$ cat config.mk
export PLATFORM = sky130hd
export DESIGN_NAME = pwr_seq_top
export DESIGN_NICKNAME = d
export VERILOG_FILES = /design/src/rtl/pwr_seq_pkg.sv /design/src/rtl/pwr_seq_sync.sv /design/src/rtl/pwr_seq_deglitch.sv /design/src/rtl/pwr_seq_ctrl.sv /design/src/rtl/pwr_seq_top.sv
export SDC_FILE = /design/constraint.sdc
export NUM_CORES = 1
export LEC_CHECK = 0
export ABC_AREA = 1
export BUFFER_PORTS_ARGS = -buffer_cell sky130_fd_sc_hd__buf_2
export CAP_MARGIN = 20
export CORE_UTILIZATION = 25
export CTS_CLUSTER_DIAMETER = 200
export CTS_CLUSTER_SIZE = 25
export DETAILED_ROUTE_END_ITERATION = 7
export PLACE_DENSITY = 0.36
export SLEW_MARGIN = 20
export SYNTH_ARGS = -nofsm -noshare
export SYNTH_HDL_FRONTEND = slang
export SYNTH_HIERARCHICAL = 1
export SYNTH_SLANG_ARGS = --single-unit
export TNS_END_PERCENT = 10
$ cat constraint.sdc
create_clock -name clk -period 3.7 [get_ports clk]
set_clock_uncertainty 0.2 [all_clocks]
set_input_delay 0.37 -clock clk [delete_from_list [all_inputs] [get_ports clk]]
set_output_delay 0.37 -clock clk [all_outputs]
set_load 0.02 [all_outputs]
$ cat src/rtl/pwr_seq_pkg.sv
package pwr_seq_pkg;

  localparam int unsigned NUM_REG = 3;
  localparam int unsigned CH_A    = 0;
  localparam int unsigned CH_B    = 1;
  localparam int unsigned CH_C    = 2;

  typedef enum logic [1:0] {
    ST_IDLE    = 2'd0,
    ST_SETTLE  = 2'd1,
    ST_FIRST   = 2'd2,
    ST_BOTH    = 2'd3
  } seq_state_e;

  // Captured strap configuration: sel in [2:1], mode in [0]
  typedef struct packed {
    logic [1:0] sel;
    logic       par_mode;
  } seq_cfg_t;

  // Regulators enabled by the first group
  function automatic logic [NUM_REG-1:0] first_group(seq_cfg_t c);
    logic [NUM_REG-1:0] g;
    g = '0;
    if (c.sel[1]) begin
      g[CH_A] = 1'b1;
    end else if (c.sel[0] && c.par_mode) begin
      g[CH_B] = 1'b1;
      g[CH_C] = 1'b1;
    end
    return g;
  endfunction

  // Regulators enabled by the second group
  function automatic logic [NUM_REG-1:0] second_group(seq_cfg_t c);
    logic [NUM_REG-1:0] g;
    g = '0;
    if (c.sel[1]) begin
      g[CH_B] = 1'b1;
      g[CH_C] = 1'b1;
    end else if (c.sel[0] && c.par_mode) begin
      g[CH_A] = 1'b1;
    end
    return g;
  endfunction

endpackage

$ cat src/rtl/pwr_seq_sync.sv
module pwr_seq_sync #(
  parameter int unsigned W      = 1,
  parameter int unsigned STAGES = 2,
  parameter logic [W-1:0] RST_VAL = '0
) (
  input  logic         clk,
  input  logic         rst_n,
  input  logic [W-1:0] d,
  output logic [W-1:0] q
);

  logic [W-1:0] stg_q [STAGES];

  always_ff @(posedge clk or negedge rst_n) begin
    if (!rst_n) begin
      for (int i = 0; i < int'(STAGES); i++) stg_q[i] <= RST_VAL;
    end else begin
      stg_q[0] <= d;
      for (int i = 1; i < int'(STAGES); i++) stg_q[i] <= stg_q[i-1];
    end
  end

  assign q = stg_q[STAGES-1];

endmodule

$ cat src/rtl/pwr_seq_deglitch.sv
module pwr_seq_deglitch #(
  parameter int unsigned HOLD    = 625,
  parameter logic        RST_LVL = 1'b1
) (
  input  logic clk,
  input  logic rst_n,
  input  logic din,
  output logic dout
);

  localparam int unsigned CW = $clog2(HOLD + 1);

  logic          filt_q, filt_d;
  logic [CW-1:0] cnt_q, cnt_d;

  // Next-state: count cycles of disagreement, flip after HOLD of them
  always_comb begin
    filt_d = filt_q;
    cnt_d  = '0;
    if (din != filt_q) begin
      if (cnt_q == CW'(HOLD - 1)) begin
        filt_d = din;
      end else begin
        cnt_d = cnt_q + CW'(1);
      end
    end
  end

  always_ff @(posedge clk or negedge rst_n) begin
    if (!rst_n) begin
      filt_q <= RST_LVL;
      cnt_q  <= '0;
    end else begin
      filt_q <= filt_d;
      cnt_q  <= cnt_d;
    end
  end

  assign dout = filt_q;

endmodule

$ cat src/rtl/pwr_seq_ctrl.sv
module pwr_seq_ctrl
  import pwr_seq_pkg::*;
#(
  parameter int unsigned CP_SETTLE_CYC = 1250000,
  parameter int unsigned GROUP_GAP_CYC = 200000,
  parameter int unsigned RST_HOLD_CYC  = 37500000
) (
  input  logic               clk,
  input  logic               rst_n,
  input  logic               run,
  input  logic [1:0]         sel_code,
  input  logic               par_mode,
  input  logic               sleep_n,
  input  logic [NUM_REG-1:0] chan_off,
  output logic               cp_en,
  output logic [NUM_REG-1:0] reg_en,
  output logic               rst_out_n,
  output seq_state_e         state,
  output seq_cfg_t           cfg
);

  localparam int unsigned SEQ_MAX = (CP_SETTLE_CYC > GROUP_GAP_CYC) ? CP_SETTLE_CYC : GROUP_GAP_CYC;
  localparam int unsigned SW      = $clog2(SEQ_MAX + 1);
  localparam int unsigned RW      = $clog2(RST_HOLD_CYC + 1);

  seq_state_e         st_q, st_d;
  seq_cfg_t           cfg_q, cfg_d;
  logic [SW-1:0]      seq_cnt_q, seq_cnt_d;
  logic [RW-1:0]      hold_cnt_q, hold_cnt_d;
  logic               rel_q, rel_d;
  logic               cp_q, cp_d;
  logic [NUM_REG-1:0] reg_q, reg_d;

  logic [NUM_REG-1:0] grp1, grp2, grp_on, off_eff;
  logic               plan_any;

  // Sequencing next-state
  always_comb begin
    st_d       = st_q;
    cfg_d      = cfg_q;
    seq_cnt_d  = seq_cnt_q;
    hold_cnt_d = hold_cnt_q;
    rel_d      = rel_q;
    if (!run) begin
      st_d       = ST_IDLE;
      seq_cnt_d  = '0;
      hold_cnt_d = '0;
      rel_d      = 1'b0;
    end else begin
      unique case (st_q)
        ST_IDLE: begin
          st_d       = ST_SETTLE;
          cfg_d      = '{sel: sel_code, par_mode: par_mode};
          seq_cnt_d  = '0;
          hold_cnt_d = '0;
        end
        ST_SETTLE: begin
          if (seq_cnt_q == SW'(CP_SETTLE_CYC - 1)) begin
            st_d      = ST_FIRST;
            seq_cnt_d = '0;
          end else begin
            seq_cnt_d = seq_cnt_q + SW'(1);
          end
        end
        ST_FIRST: begin
          if (seq_cnt_q == SW'(GROUP_GAP_CYC - 1)) begin
            st_d      = ST_BOTH;
            seq_cnt_d = '0;
          end else begin
            seq_cnt_d = seq_cnt_q + SW'(1);
          end
        end
        default: begin
          st_d = ST_BOTH;
        end
      endcase
      // Reset-release timer runs alongside the regulator sequence
      if (st_q != ST_IDLE && !rel_q) begin
        if (hold_cnt_q == RW'(RST_HOLD_CYC - 1)) begin
          rel_d = 1'b1;
        end else begin
          hold_cnt_d = hold_cnt_q + RW'(1);
        end
      end
    end
  end

  // Output next-state, registered together with the state
  always_comb begin
    grp1     = first_group(cfg_d);
    grp2     = second_group(cfg_d);
    plan_any = |(grp1 | grp2);
    grp_on   = '0;
    if (st_d == ST_FIRST || st_d == ST_BOTH) grp_on = grp_on | grp1;
    if (st_d == ST_BOTH)                     grp_on = grp_on | grp2;
    off_eff        = chan_off;
    off_eff[CH_C]  = chan_off[CH_C] & ~cfg_d.par_mode;
  end

  for (genvar i = 0; i < int'(NUM_REG); i++) begin : g_ch
    assign reg_d[i] = grp_on[i] & ~off_eff[i];
  end

  assign cp_d = ((st_d == ST_SETTLE) && plan_any) ||
                ((st_d != ST_IDLE) && (sleep_n || (|reg_d)));

  always_ff @(posedge clk or negedge rst_n) begin
    if (!rst_n) begin
      st_q       <= ST_IDLE;
      cfg_q      <= '0;
      seq_cnt_q  <= '0;
      hold_cnt_q <= '0;
      rel_q      <= 1'b0;
      cp_q       <= 1'b0;
      reg_q      <= '0;
    end else begin
      st_q       <= st_d;
      cfg_q      <= cfg_d;
      seq_cnt_q  <= seq_cnt_d;
      hold_cnt_q <= hold_cnt_d;
      rel_q      <= rel_d;
      cp_q       <= cp_d;
      reg_q      <= reg_d;
    end
  end

  assign cp_en     = cp_q;
  assign reg_en    = reg_q;
  assign rst_out_n = rel_q;
  assign state     = st_q;
  assign cfg       = cfg_q;

endmodule

$ cat src/rtl/pwr_seq_top.sv
module pwr_seq_top
  import pwr_seq_pkg::*;
#(
  parameter int unsigned CP_SETTLE_CYC = 1250000,
  parameter int unsigned GROUP_GAP_CYC = 200000,
  parameter int unsigned RST_HOLD_CYC  = 37500000,
  parameter int unsigned DEGLITCH_CYC  = 625,
  parameter int unsigned SYNC_STAGES   = 2
) (
  input  logic       clk,
  input  logic       rst_n,
  input  logic       supply_ok,
  input  logic       ext_rst_in,
  input  logic [1:0] sel_code,
  input  logic       par_mode,
  input  logic       sleep_n,
  input  logic [2:0] chan_off,
  output logic       cp_en,
  output logic [2:0] reg_en,
  output logic       rst_out_n,
  output logic [1:0] dbg_state
);

  logic       supply_s;
  logic       ext_rst_s;
  logic       ext_rst_filt;
  logic       run;
  seq_state_e state;
  seq_cfg_t   cfg_q;

  pwr_seq_sync #(.W(1), .STAGES(SYNC_STAGES), .RST_VAL(1'b0)) u_sync_sup (
    .clk(clk), .rst_n(rst_n), .d(supply_ok), .q(supply_s)
  );

  pwr_seq_sync #(.W(1), .STAGES(SYNC_STAGES), .RST_VAL(1'b1)) u_sync_ext (
    .clk(clk), .rst_n(rst_n), .d(ext_rst_in), .q(ext_rst_s)
  );

  pwr_seq_deglitch #(.HOLD(DEGLITCH_CYC), .RST_LVL(1'b1)) u_dgl (
    .clk(clk), .rst_n(rst_n), .din(ext_rst_s), .dout(ext_rst_filt)
  );

  assign run = supply_s & ~ext_rst_filt;

  pwr_seq_ctrl #(
    .CP_SETTLE_CYC(CP_SETTLE_CYC),
    .GROUP_GAP_CYC(GROUP_GAP_CYC),
    .RST_HOLD_CYC (RST_HOLD_CYC)
  ) u_ctrl (
    .clk      (clk),
    .rst_n    (rst_n),
    .run      (run),
    .sel_code (sel_code),
    .par_mode (par_mode),
    .sleep_n  (sleep_n),
    .chan_off (chan_off),
    .cp_en    (cp_en),
    .reg_en   (reg_en),
    .rst_out_n(rst_out_n),
    .state    (state),
    .cfg      (cfg_q)
  );

  assign dbg_state = state;

endmodule

# --- After elaboration in Yosys (flattened, before gate mapping) ---
# Cells that the tools add are included.
totals:
  mem_count: 0
  out_inout_bits: 7
  in_bits: 11
  reg_bits: 72
  elab_cells: 84
  mem_bits_ro: 0
  latch_bits: 0
  ramBits: 0
classes:
  n_div: 0
  addsub: 3
  n_bitwise: 12
  n_mul: 0
  n_eq_ne: 13
  n_reduce_logical: 15
  muxes: 27
  n_shift: 0
  magnitude_cmp: 0
ops:
  columns: ["cell", "n"]
  rows:
  - ["2-to-1 mux 26 bit", 4]
  - ["2-to-1 mux 21 bit", 3]
  - ["one-hot mux 21 bit (3 select lines)", 1]
  - ["adder 26 x 1 -> 26 bit, second input constant", 1]
  - ["equality test 26 bit, second input constant", 1]
  - ["adder 21 x 1 -> 21 bit, second input constant", 1]
  - ["equality test 21 x 18 -> 1 bit, second input constant", 1]
  - ["equality test 21 bit, second input constant", 1]
  - ["2-to-1 mux 10 bit", 2]
  - ["2-to-1 mux 2 bit", 6]
  - ["2-to-1 mux 3 bit", 4]
  - ["adder 10 x 1 -> 10 bit, second input constant", 1]
  - ["equality test 10 bit, second input constant", 1]
  - ["equality test 2 bit, second input constant", 3]
  - ["2-to-1 mux 1 bit", 6]
  - ["bitwise OR 3 bit", 2]
  - ["one-hot mux 2 bit (3 select lines)", 1]
  - ["OR reduction 3 bit", 2]
  - ["bitwise AND 1 bit", 5]
  - ["NOT 1 bit", 5]
  - ["equality test 2 x 1 -> 1 bit, second input constant", 2]
  - ["logical AND 1 bit", 4]
  - ["inequality test 2 bit, second input constant", 2]
  - ["inequality test 4 bit, second input constant", 1]
  - ["6 further kinds", 10]

# --- Longest topological paths before layout ---
# Gate-level depths: netlist (run 1).
depth:
  ltp_word: 14
  depth_mapped: 15

# --- Hierarchy ---
# The synthesis (run 1) kept the hierarchy.
modules_own_cells:
  columns: ["module", "area_per_inst_um2", "instances", "cells_per_inst"]
  rows:
  - ["pwr_seq_ctrl", 3689.8, 1, 506]
  - ["pwr_seq_deglitch", 583.1, 1, 70]
  - ["pwr_seq_sync (u_sync_ext)", 52.6, 1, 2]
  - ["pwr_seq_sync (u_sync_sup)", 50.0, 1, 2]
  - ["pwr_seq_top", 10.0, 1, 2]

# --- Least setup slack after synthesis (run 1) ---
# OpenSTA, ideal clock, no wires.
synth_timing:
  path_kind: "flip-flop to flip-flop"
  start: "register u_ctrl.st_q[0] (netlist: u_ctrl/state[0])"
  end: "register u_ctrl.hold_cnt_q[11]"
  n_path_buf: 1
  arrival_time_ps: 1801
  synth_period_minus_slack_ps: 2134
  path_slack_ps: 1566
  path_stages_with_launch: 10
  setup_ps: 133
  path_cell_list: "dfrtp_1 > inv_1 > ha_1 > nor2_1 > nand2_2 > buf_6 > nor2_2 > nand3_2 > o21ai_1 > nor2_1"
synth_between:
  elab_chain_len: 5
synth_rtl:
  columns: ["item", "line_no", "source"]
  rows:
  - ["start: declaration", "pwr_seq_ctrl.sv:26", "seq_state_e st_q, st_d;"]
  - ["start signal: assignment", "pwr_seq_ctrl.sv:117", "st_q <= st_d;"]
  - ["logical NOT 2 bit", "pwr_seq_ctrl.sv:50", "unique case (st_q)"]
  - ["2-to-1 mux 26 bit", "pwr_seq_ctrl.sv:50", null]
  - ["2-to-1 mux 26 bit", "pwr_seq_ctrl.sv:79", "if (hold_cnt_q == RW'(RST_HOLD_CYC - 1)) begin"]
  - ["2-to-1 mux 26 bit (*)", "pwr_seq_ctrl.sv:78", "if (st_q != ST_IDLE && !rel_q) begin"]
  - ["2-to-1 mux 26 bit (*)", "pwr_seq_ctrl.sv:44", "if (!run) begin"]
  - ["via u_ctrl.hold_cnt_d[11]", "pwr_seq_ctrl.sv:29", "logic [RW-1:0] hold_cnt_q, hold_cnt_d;"]
  - ["end signal: assignment", "pwr_seq_ctrl.sv:120", "hold_cnt_q <= hold_cnt_d;"]
  - ["end: declaration", "pwr_seq_ctrl.sv:29", null]
# Mark *: on every way through the listed nets, which the timed path passes. The rest lies on a longest branch.
# A chain may end at the register's enable or synchronous reset.

# --- Final worst setup path (run 1) ---
layout_timing:
  start: "register u_dgl.filt_q (netlist: u_dgl/dout)"
  end: "register u_ctrl.seq_cnt_q[19]"
layout_between:
  elab_chain_len: 3
layout_rtl:
  columns: ["item", "line_no", "source"]
  rows:
  - ["start: declaration", "pwr_seq_deglitch.sv:13", "logic filt_q, filt_d;"]
  - ["start signal: assignment", "pwr_seq_deglitch.sv:34", "filt_q <= filt_d;"]
  - ["NOT 1 bit (*)", "pwr_seq_top.sv:43", "assign run = supply_s & ~ext_rst_filt;"]
  - ["bitwise AND 1 bit (*)", "pwr_seq_top.sv:43", null]
  - ["via run", "pwr_seq_top.sv:27", "logic run;"]
  - ["inequality test 4 bit (no line) or 2-to-1 mux 21 bit (tied branches)", null, null]
  - ["end signal: assignment", "pwr_seq_ctrl.sv:119", "seq_cnt_q <= seq_cnt_d;"]
  - ["end: declaration", "pwr_seq_ctrl.sv:28", "logic [SW-1:0] seq_cnt_q, seq_cnt_d;"]
# Marks and branches as above.

==> results.yml, run 1 <==
critical_path:
  cp_top_family: "simple AND/OR/NAND/NOR gates"
  critical_path.startpoint_type: "flip-flop"
  rr_worst_depth: 12
  rr_endpoint: "u_ctrl/seq_cnt_q[19]"
  critPathBufInv: 3
  crit_slowest_cell: "dfstp_2"
  rrSetupSlack_ns: 1.0
  cp_common_cell: "nor2_2"
  cp_cell_sequence: "nor2_2 > buf_4 > inv_2 > nor2_2 > nand3_2 > inv_2 > nor2_2 > nand2_2 > nor3_1 > nand4_1 > o21ai_1 > a21oi_1"
  cp.arrival_ns: 2.72
  critical_path.max_stage_delay_ns: 0.55
  cp_max_fo: 17
  r2r_start: "u_dgl/dout"
  worstSetupPathType: "reg -> reg"
  critPathRequiredTime_ns: 3.72
  end_kind: "flip-flop"
layout:
  register_area_um2: 1810
  antenna_cells: 0
  multi_input_area_um2: 2170
  final_cell_mix: "96 x nand2_1, 88 x inv_1, 84 x nor2_1"
  fill_cells: 1892
  final_layout_size_suffix_gt1_frac: 0.146
  layout.nets: 624
  syn_to_final_growth_pct: 15.3
  final_common_cell: "nand2_1"
  design_area_um2: 5050
synth:
  synth-edff-count: 0
  syn_avg_cell_area_um2: 7.54
  synth-async-reset-ratio: 1.00
  netlist_top_cells_area: "dfrtp_1 39%, nand2_1 8.2%, inv_1 7.5%"
  ys.flop_type: "dfrtp_1"
  syn-num-nets: 601
  netlist-cell-type-count: 41
  yosys_warnings: 6
  synth_top_area_share: 0.394
  synth-seq-cells: 72
  ys_seq_area_frac: 0.412
  netlist_instances: 582
  yosysTopAreaCell: "dfrtp_1"
  syn_area_um2: 4390
routing:
  finalWirelength_um: 12000
  ant_nets: 0
  first_iter_violations: 209
  viasPerCell: 4.56
  num_vias: 3808
  drc_errors: 1
  wire_per_inst_um: 14.4
  drt_first_pass_iters: 6
timing:
  rsz0062_at_grt: "false"
  finalCritPeriodShare: 0.730
  finalHoldViolations: 38
  holdWs_ns: -0.0197
  setup_viol: 0
  tightest_slew_ns: 0.950
  maxSlewViolCount: 0
  period_needed_ns: 2.70
  fmax_mhz: 370
  setup_slack_ns: 0.999
  setup_tns_ns: 0
  slew_headroom: 0.367
clock_network:
  numCtsBuffers: 9
  cts_sinks: 72
  cts_tree: "done"
  cts-root-buf: "clkbuf_16"
  clk_pin_slew_ns: 0.06
  ctsResizeCount: 0
  clock_path_buffers: 2
  htreeDepth: 3
  clk_latency_ns: 0.34
run_status:
  violations: "DRC, hold timing"
  status: "finished, violations left"
floorplanning:
  std_cell_rows: 48
  core_area_um2: 17200
  die_w_um: 134
  die-area_um2: 18100
  die-height_um: 134
  io_pins: 18
  start_util: 0.254
placed_design:
  port_buffers: 17
  post-place-ws_ns: 1.03
  placed_area_um2: 4710
  hpwl_um: 8790
  gp_congestion: 0.858
global_route:
  grt_pass1_vias: 3869
  grt_pass1_wl_um: 20300
  antenna_found_initial: 0
  grtUsageTotal: 0.145
  grt_max_degree: 73
  grt-ovfl-total: 0
power_and_ir_drop:
  p_leak_nw: 2.23
  power_w: 0.00194
  vdd_drop_max_mv: 0.218
  power.density_nw_per_um2: 385
hold_path:
  hp-class: "in -> async"
job:
  maxCapViolCount: 0
worst reg2reg max path, stage by stage, from the launching register on:
cell and delay (ns):
dfstp_2 0.55, nor2_2 0.04, buf_4 0.19, inv_2 0.23, nor2_2 0.12, nand3_2 0.23
inv_2 0.16, nor2_2 0.17, nand2_2 0.11, nor3_1 0.22, nand4_1 0.15, o21ai_1 0.15
a21oi_1 0.06
metrics by stage:
| stage | utilization | hold WS [ns] | instances |
|---|---|---|---|
| 6_report | 0.293 | -0.0197 | 835 |
| 2_1_floorplan | - | -0.126 | 582 |
| 4_1_cts | 0.293 | 0.0319 | 835 |
| 5_1_grt | 0.293 | 0.0707 | 835 |
| 3_5_place_dp | 0.273 | 0.138 | 817 |
| 3_3_place_gp | 0.273 | 0.143 | 817 |
power breakdown:
part	switching, W	internal (W)	total (W)
Clock	0.000345	0.000605	0.000949
Combinational	0.000110	0.0000466	0.000156
Sequential	0.0000255	0.000813	0.000839
worst max path at each step:
| stage | start | end | slack [ns] | depth (start not counted) |
|---|---|---|---|---|
| 6_report | u_dgl/dout | u_ctrl/seq_cnt_q[19] | 1.0 | 12 |
| 5_1_grt | u_ctrl/state[0] | u_ctrl/hold_cnt_q[17] | 0.68 | 8 |
| 4_1_cts | u_dgl/dout | u_ctrl/seq_cnt_q[19] | 0.98 | 12 |
| 3_5_place_dp | u_dgl/dout | u_ctrl/seq_cnt_q[19] | 1.03 | 12 |
| 3_3_place_gp | u_dgl/dout | u_ctrl/seq_cnt_q[19] | 1.04 | 12 |
| 2_1_floorplan | u_ctrl/state[0] | u_ctrl/hold_cnt_q[11] | 1.57 | 9 |
registers in the layout, summed over array words and instances, names as in the netlist:
name	flops
u_ctrl/cfg	3
u_ctrl/cp_en	1
u_ctrl/hold_cnt_q	26
u_ctrl/reg_en	3
u_ctrl/rst_out_n	1
u_ctrl/seq_cnt_q	21
u_ctrl/state	2
u_dgl/cnt_q	10
u_dgl/dout	1
u_sync_ext/q	1
u_sync_ext/stg_q	1
u_sync_sup/q	1
u_sync_sup/stg_q	1
cell usage after synthesis, types with 2 or more instances:
library cell / count
o21a_1: 3
xnor2_1: 5
buf_2: 3
o21ai_1: 8
inv_2: 6
a21oi_2: 6
buf_6: 2
nor4_1: 7
xor2_1: 12
dfrtp_1: 69
a22oi_1: 2
nand3b_1: 2
nand3_1: 46
nor3_1: 19
nand3_2: 6
nor2_1: 84
dfstp_2: 3
nor2_2: 11
o22ai_1: 4
clkbuf_1: 3
nand2_1: 96
o21ai_0: 21
a31oi_1: 3
nand4_1: 12
nor2_4: 2
nand4_2: 2
nor3_2: 8
ha_1: 8
nand2_2: 7
a21oi_1: 22
a211oi_1: 3
inv_1: 88
what timing repair did:
item	CTS	global route
hold buffers	2	0
buffers inserted	0	0
hold endpoints to repair	2	0
per-layer routing:
metal	vias up	wire length, um	GRT usage
li1	1939	-	-
met2	52	5790	0.237
met4	0	129	0.0481
met1	1807	5730	0.188
met5	-	0	0
met3	10	338	0.0355
area by class of cell:
class,instances,share of cell area
repair buffers,21,0.0243
flip-flops and latches,72,0.357
well taps,225,0.0557
clock inverters,6,0.0163
clock buffers,10,0.0473
multi-input cells,407,0.429
inverters,94,0.0698
logic make-up after synthesis:
logic type      Yosys count  share of synthesized area
flops                    72                      0.412
xor+xnor                 17                     0.0340
fa+ha+maj                 8                     0.0228
buf+inv                 103                     0.0933
compound gates           77                      0.104
simple gates            305                      0.334
Power figures use the tool's default switching activity.
==> run 2, diff against run 1 <==
- clock period: 3.7 -> 2.6 ns (I/O delays scaled with it)
==> run 2 against run 1 <==
Cell count is 2.3% higher. Sequential power is 42% higher. Clock power grew 35%. The run now ends clean. Critical endpoint is now u_ctrl/hold_cnt_q[17]. Maximum frequency increased by 19%.
==> results.yml, run 2 (same netlist as run 1, synthesis figures left out) <==
run_status:
  status: "completed"
power_and_ir_drop:
  switchingPower_w: 0.000736
  vdd_drop_max_mv: 0.307
  p_leak_nw: 2.31
  p_clk_frac: 0.468
  power.density_nw_per_um2: 527
  power_frac_seq: 0.433
  swShare: 0.269
  comb_power_share: 0.099
  internal_power_w: 0.00200
critical_path:
  worstSetupPathType: "reg -> reg"
  end_kind: "flip-flop"
  cp.arrival_ns: 2.31
  critPathRequiredTime_ns: 2.64
  cp_max_fo: 11
  critical_path.startpoint_type: "flip-flop"
floorplanning:
  core_area_um2: 17200
  die-area_um2: 18100
  std_cell_rows: 48
  io_pins: 18
  start_util: 0.254
  die_w_um: 134
  die-height_um: 134
routing:
  num_vias: 3912
  drc_errors: 0
  ant_nets: 0
  viasPerCell: 4.58
  finalWirelength_um: 12000
  wire_per_inst_um: 14.1
  drt_first_pass_iters: 4
  first_iter_violations: 220
global_route:
  grtUsageTotal: 0.143
  antenna_found_initial: 0
  grt-ovfl-total: 0
  grt_pass1_wl_um: 19800
  grt_max_degree: 72
  grt_pass1_vias: 3850
clock_network:
  clk_pin_slew_ns: 0.06
  clock_path_buffers: 2
  ctsResizeCount: 0
  cts-root-buf: "clkbuf_16"
  htreeDepth: 3
  clk_latency_ns: 0.35
  cts_tree: "done"
  cts_sinks: 72
  numCtsBuffers: 9
layout:
  top_regs: "u_ctrl/hold_cnt_q: 26 flops, u_ctrl/seq_cnt_q: 21 flops, u_dgl/cnt_q: 10 flops"
  final_layout_size_suffix_gt1_frac: 0.164
  top_register: "u_ctrl/hold_cnt_q"
  layout.nets: 643
  design_area_um2: 5200
  syn_to_final_growth_pct: 18.6
  fin_util: 0.302
  final_common_cell: "nand2_1"
  antenna_cells: 0
  final_cell_mix: "96 x nand2_1, 88 x inv_1, 84 x nor2_1"
  fill_cells: 1869
  largest_reg_flops: 26
placed_design:
  post-place-ws_ns: 0.327
  port_buffers: 17
  placed_area_um2: 4820
  gp_congestion: 0.845
  hpwl_um: 8880
hold_path:
  hp-class: "in -> reg"
timing:
  maxSlewViolCount: 0
  finalCritPeriodShare: 0.875
  setup_tns_ns: 0
  rsz0062_at_grt: "false"
  period_needed_ns: 2.28
  tightest_slew_ns: 0.455
  setup_slack_ns: 0.324
  finalHoldViolations: 0
  slew_headroom: 0.696
  setup_viol: 0
  holdWs_ns: 0.0103
  fmax_mhz: 439
job:
  maxCapViolCount: 0
-- run 2: cell count changes in the layout (fill, tap and decap cells not counted) --
| cell | delta |
|---|---|
| buf_4 | +14 |
| clkbuf_1 | +1 |
| clkbuf_8 | -1 |
| dlygate4sd3_1 | +4 |
| buf_16 | +1 |
| inv_6 | +2 |
| clkinv_2 | -2 |
| bufinv_16 | -1 |
| clkinvlp_4 | +1 |
-- run 2: cell type report --
type | instances | area [um^2] | share of cell area
multi-input cells | 407 | 2170 | 0.417
clock inverters | 6 | 67.6 | 0.0130
clock buffers | 10 | 229 | 0.0440
inverters | 94 | 353 | 0.0678
repair buffers | 40 | 295 | 0.0568
flip-flops and latches | 72 | 1810 | 0.347
well taps | 225 | 282 | 0.0541
-- run 2: worst max-delay path: stages, from the launching register on --
cell,delay [ns]
dfrtp_1,0.42
inv_1,0.10
ha_1,0.26
buf_4,0.17
nor2_1,0.17
nand2_2,0.12
inv_1,0.33
nand3_1,0.15
o21ai_0,0.18
a21oi_1,0.05
-- run 2: per-layer routing --
layer,track usage,part of all wire
met5,0,0
met4,0.0718,0.025
met3,0.0234,0.031
met2,0.222,0.45
met1,0.191,0.49
-- run 2: stage by stage --
| stage | cells | power (W) |
|---|---|---|
| 3_5_place_dp | 831 | 0.00147 |
| 4_1_cts | 853 | 0.00279 |
| 2_1_floorplan | 582 | 0.00135 |
| 3_3_place_gp | 831 | 0.00147 |
| 6_report | 854 | 0.00274 |
| 5_1_grt | 854 | 0.00287 |
-- run 2: power groups by stage --
stage	Combinational [W]	Clock (W)	Sequential, W
2_1_floorplan	0.000148	0	0.00120
5_1_grt	0.000304	0.00137	0.00119
3_5_place_dp	0.000263	0	0.00121
3_3_place_gp	0.000263	0	0.00121
6_report	0.000272	0.00128	0.00119
4_1_cts	0.000271	0.00133	0.00118
-- run 2: path summary, 6_finish.rpt --
kind                                          start               endpoint  slack [ns]  depth (start not counted)
max in group asynchronous                     rst_n             u_dgl/dout        1.26                          4
min in group asynchronous                     rst_n    u_ctrl/seq_cnt_q[6]        0.17                          2
worst max register to register      u_ctrl/state[0]  u_ctrl/hold_cnt_q[17]        0.32                          9
worst min-delay path                    chan_off[1]       u_ctrl/reg_en[1]        0.01                          4
worst min register to register  u_sync_sup/stg_q[1]           u_sync_sup/q        0.15                          0
worst max-delay path                u_ctrl/state[0]  u_ctrl/hold_cnt_q[17]        0.32                          9
-- run 2: repair_timing --
item / CTS / global route
hold buffers: 6 / 0
hold endpoints to repair: 74 / 0
setup buffers: 0 / 0
==> run 3, diff against run 2 <==
- SYNTH_HIERARCHICAL: 1 -> default
==> run 3 against run 2 <==
Critical path type unchanged. Power decreased by 7.0%. Design area decreased by 3.4%. Highest routed layer unchanged. Core utilization decreased by 0.10 points. Cell count decreased by 4.3%. Combinational power decreased by 27%. Largest cell class unchanged.
==> results.yml, run 3 <==
synth:
  synth-seq-cells: 72
  netlist_instances: 558
  syn-num-nets: 577
  syn_avg_cell_area_um2: 7.71
  yosys_warnings: 0
  yosysMostFrequentCell: "nand2_1"
  netlist_top_cells_area: "dfrtp_1 40%, nand2_1 8.6%, inv_1 6.5%"
  synth_top_area_share: 0.401
  synthTopCellsByCount: "99 x nand2_1, 74 x inv_1, 69 x dfrtp_1"
  yosysTopAreaCell: "dfrtp_1"
  netlist-cell-type-count: 42
  synth-async-reset-ratio: 1.00
  ys_seq_area_frac: 0.420
  synth-edff-count: 0
  syn_area_um2: 4300
  ys.flop_type: "dfrtp_1"
routing:
  viasPerCell: 4.64
  first_iter_violations: 203
  num_vias: 3790
  ant_nets: 0
  drt-met1-wl_um: 6180
  routed.top_layer: "met4"
  drc_errors: 0
  wl_met3_um: 475
  finalWirelength_um: 11800
  wire_per_inst_um: 14.4
  drt_first_pass_iters: 4
  wl_met2_um: 5050
layout:
  final_common_cell: "nand2_1"
  fin_util: 0.301
  top_regs: "u_ctrl.hold_cnt_q: 26 flops, u_ctrl.seq_cnt_q: 21 flops, u_dgl.cnt_q: 10 flops"
  fin_cells: 817
  layout.nets: 611
  final_layout_size_suffix_gt1_frac: 0.146
  antenna_cells: 0
  syn_to_final_growth_pct: 16.8
  top_register: "u_ctrl.hold_cnt_q"
  final_cell_mix: "99 x nand2_1, 74 x inv_1, 69 x dfrtp_1"
  largest_reg_flops: 26
clock_network:
  ctsResizeCount: 0
  cts_sinks: 72
  numCtsBuffers: 9
  clk_pin_slew_ns: 0.06
  htreeDepth: 3
  cts_tree: "done"
  cts-root-buf: "clkbuf_16"
  clock_path_buffers: 2
  postCtsSetupRepairBufs: 0
  clk_latency_ns: 0.34
critical_path:
  worstSetupPathType: "reg -> reg"
  critical_path.max_stage_delay_ns: 0.48
  rr_worst_depth: 11
  cp.depth: 11
  cp.arrival_ns: 2.38
  rrSetupSlack_ns: 0.24
  crit_slowest_cell: "dfrtp_1"
  critPathBufInv: 1
  cp_top_family: "simple AND/OR/NAND/NOR gates"
  end_kind: "flip-flop"
  cp_max_fo: 13
  critical_path.startpoint_type: "flip-flop"
  critPathRequiredTime_ns: 2.63
  cp_cell_sequence: "ha_1 > nand2_2 > nor2_4 > nand2_4 > nor4_4 > nand2_2 > nand2_4 > inv_2 > nand2_1 > o21ai_0 > nor3b_1"
floorplanning:
  die_w_um: 133
  start_util: 0.258
  die-height_um: 133
  die-area_um2: 17700
  core_area_um2: 16700
  io_pins: 18
  std_cell_rows: 47
placed_design:
  gp_congestion: 0.810
  port_buffers: 17
  hpwl_um: 8690
  post-place-ws_ns: 0.269
  dp.cells: 797
power_and_ir_drop:
  power_frac_seq: 0.461
  p_clk_frac: 0.462
  switchingPower_w: 0.000638
  internal_power_w: 0.00191
  p_leak_nw: 2.22
  comb_power_share: 0.078
  swShare: 0.250
  vdd_drop_max_mv: 0.280
  power.density_nw_per_um2: 507
timing:
  setup_viol: 0
  setup_slack_ns: 0.243
  rsz0062_at_grt: "false"
  tightest_slew_ns: 0.458
  fmax_mhz: 424
  period_needed_ns: 2.36
  holdWs_ns: 0.0177
  maxSlewViolCount: 0
  finalCritPeriodShare: 0.907
  finalHoldViolations: 0
  slew_headroom: 0.692
  setup_tns_ns: 0
global_route:
  grtUsageTotal: 0.143
  grt_max_degree: 44
  grt_pass1_vias: 3681
  antenna_found_initial: 0
  grt-ovfl-total: 0
  grt_pass1_wl_um: 19700
job:
  maxCapViolCount: 0
run_status:
  status: "completed"
hold_path:
  hold_path_depth: 4
  hp-class: "in -> reg"
[run 3: cell types whose count changed after synthesis, sizes merged, moves of 4 or more]
cell / delta
nand2: +6
inv: -13
nor3: -12
nor2: -20
o21ai: +5
o22ai: +10
nor3b: +4
[run 3: worst reg2reg max path, stage by stage, from the launching register on]
cell and delay, ns:
dfrtp_1 0.48, ha_1 0.23, nand2_2 0.08, nor2_4 0.13
nand2_4 0.09, nor4_4 0.25, nand2_2 0.14, nand2_4 0.19
inv_2 0.16, nand2_1 0.11, o21ai_0 0.07, nor3b_1 0.13
[run 3: metrics by stage]
step	area (um^2)	total power, W
after floorplan	4300	0.00130
after global placement	4710	0.00139
after detailed placement	4710	0.00139
after CTS	5020	0.00261
after global routing	5020	0.00268
final	5020	0.00255
[run 3: timing repair]
item                       in CTS  in global routing
hold buffers                    4                  0
hold endpoints to repair       32                  0
setup endpoints to repair       0                  0
[run 3: power groups by stage]
| stage | Combinational [W] | Clock [W] | Sequential [W] |
|---|---|---|---|
| after floorplan | 0.000111 | 0 | 0.00119 |
| after global placement | 0.000199 | 0 | 0.00119 |
| after detailed placement | 0.000197 | 0 | 0.00119 |
| after CTS | 0.000203 | 0.00123 | 0.00117 |
| after global routing | 0.000227 | 0.00127 | 0.00118 |
| final | 0.000198 | 0.00118 | 0.00117 |
[run 3: routing by layer]
| layer | global-route usage | up-vias |
|---|---|---|
| met5 | 0 | - |
| met4 | 0.0366 | 0 |
| met3 | 0.0381 | 4 |
| met2 | 0.213 | 77 |
| met1 | 0.205 | 1807 |
| li1 | - | 1902 |
[run 3: final cells by class]
type                            count  area [um^2]
Fill cell                        1804        11700
Multi-Input combinational cell    395         2140
Tap cell                          220          275
Inverter                           81          304
Clock buffer                       15          268
Clock inverter                      1         5.00
Timing Repair Buffer               33          230
Sequential cell                    72         1810
[run 3: worst paths after layout]
| kind | from | end |
|---|---|---|
| setup / recovery | u_ctrl.hold_cnt_q[0] | u_ctrl.hold_cnt_q[8] |
| hold / removal | chan_off[1] | u_ctrl.reg_en[1] |
| setup reg to reg | u_ctrl.hold_cnt_q[0] | u_ctrl.hold_cnt_q[8] |
| hold reg to reg | u_sync_ext.stg_q[1] | u_sync_ext.q |
| max in group asynchronous | rst_n | u_sync_ext.stg_q[1] |
| min in group asynchronous | rst_n | u_ctrl.seq_cnt_q[15] |
[run 3: logic make-up after synthesis]
group	share of synthesized area
AND/OR/NAND/NOR	0.318
XOR/XNOR	0.0367
flip-flops	0.420
buffers and inverters	0.0838
adder cells (fa/ha/maj)	0.0233
AO/OA/AOI/OAI	0.116
multiplexers	0.00262
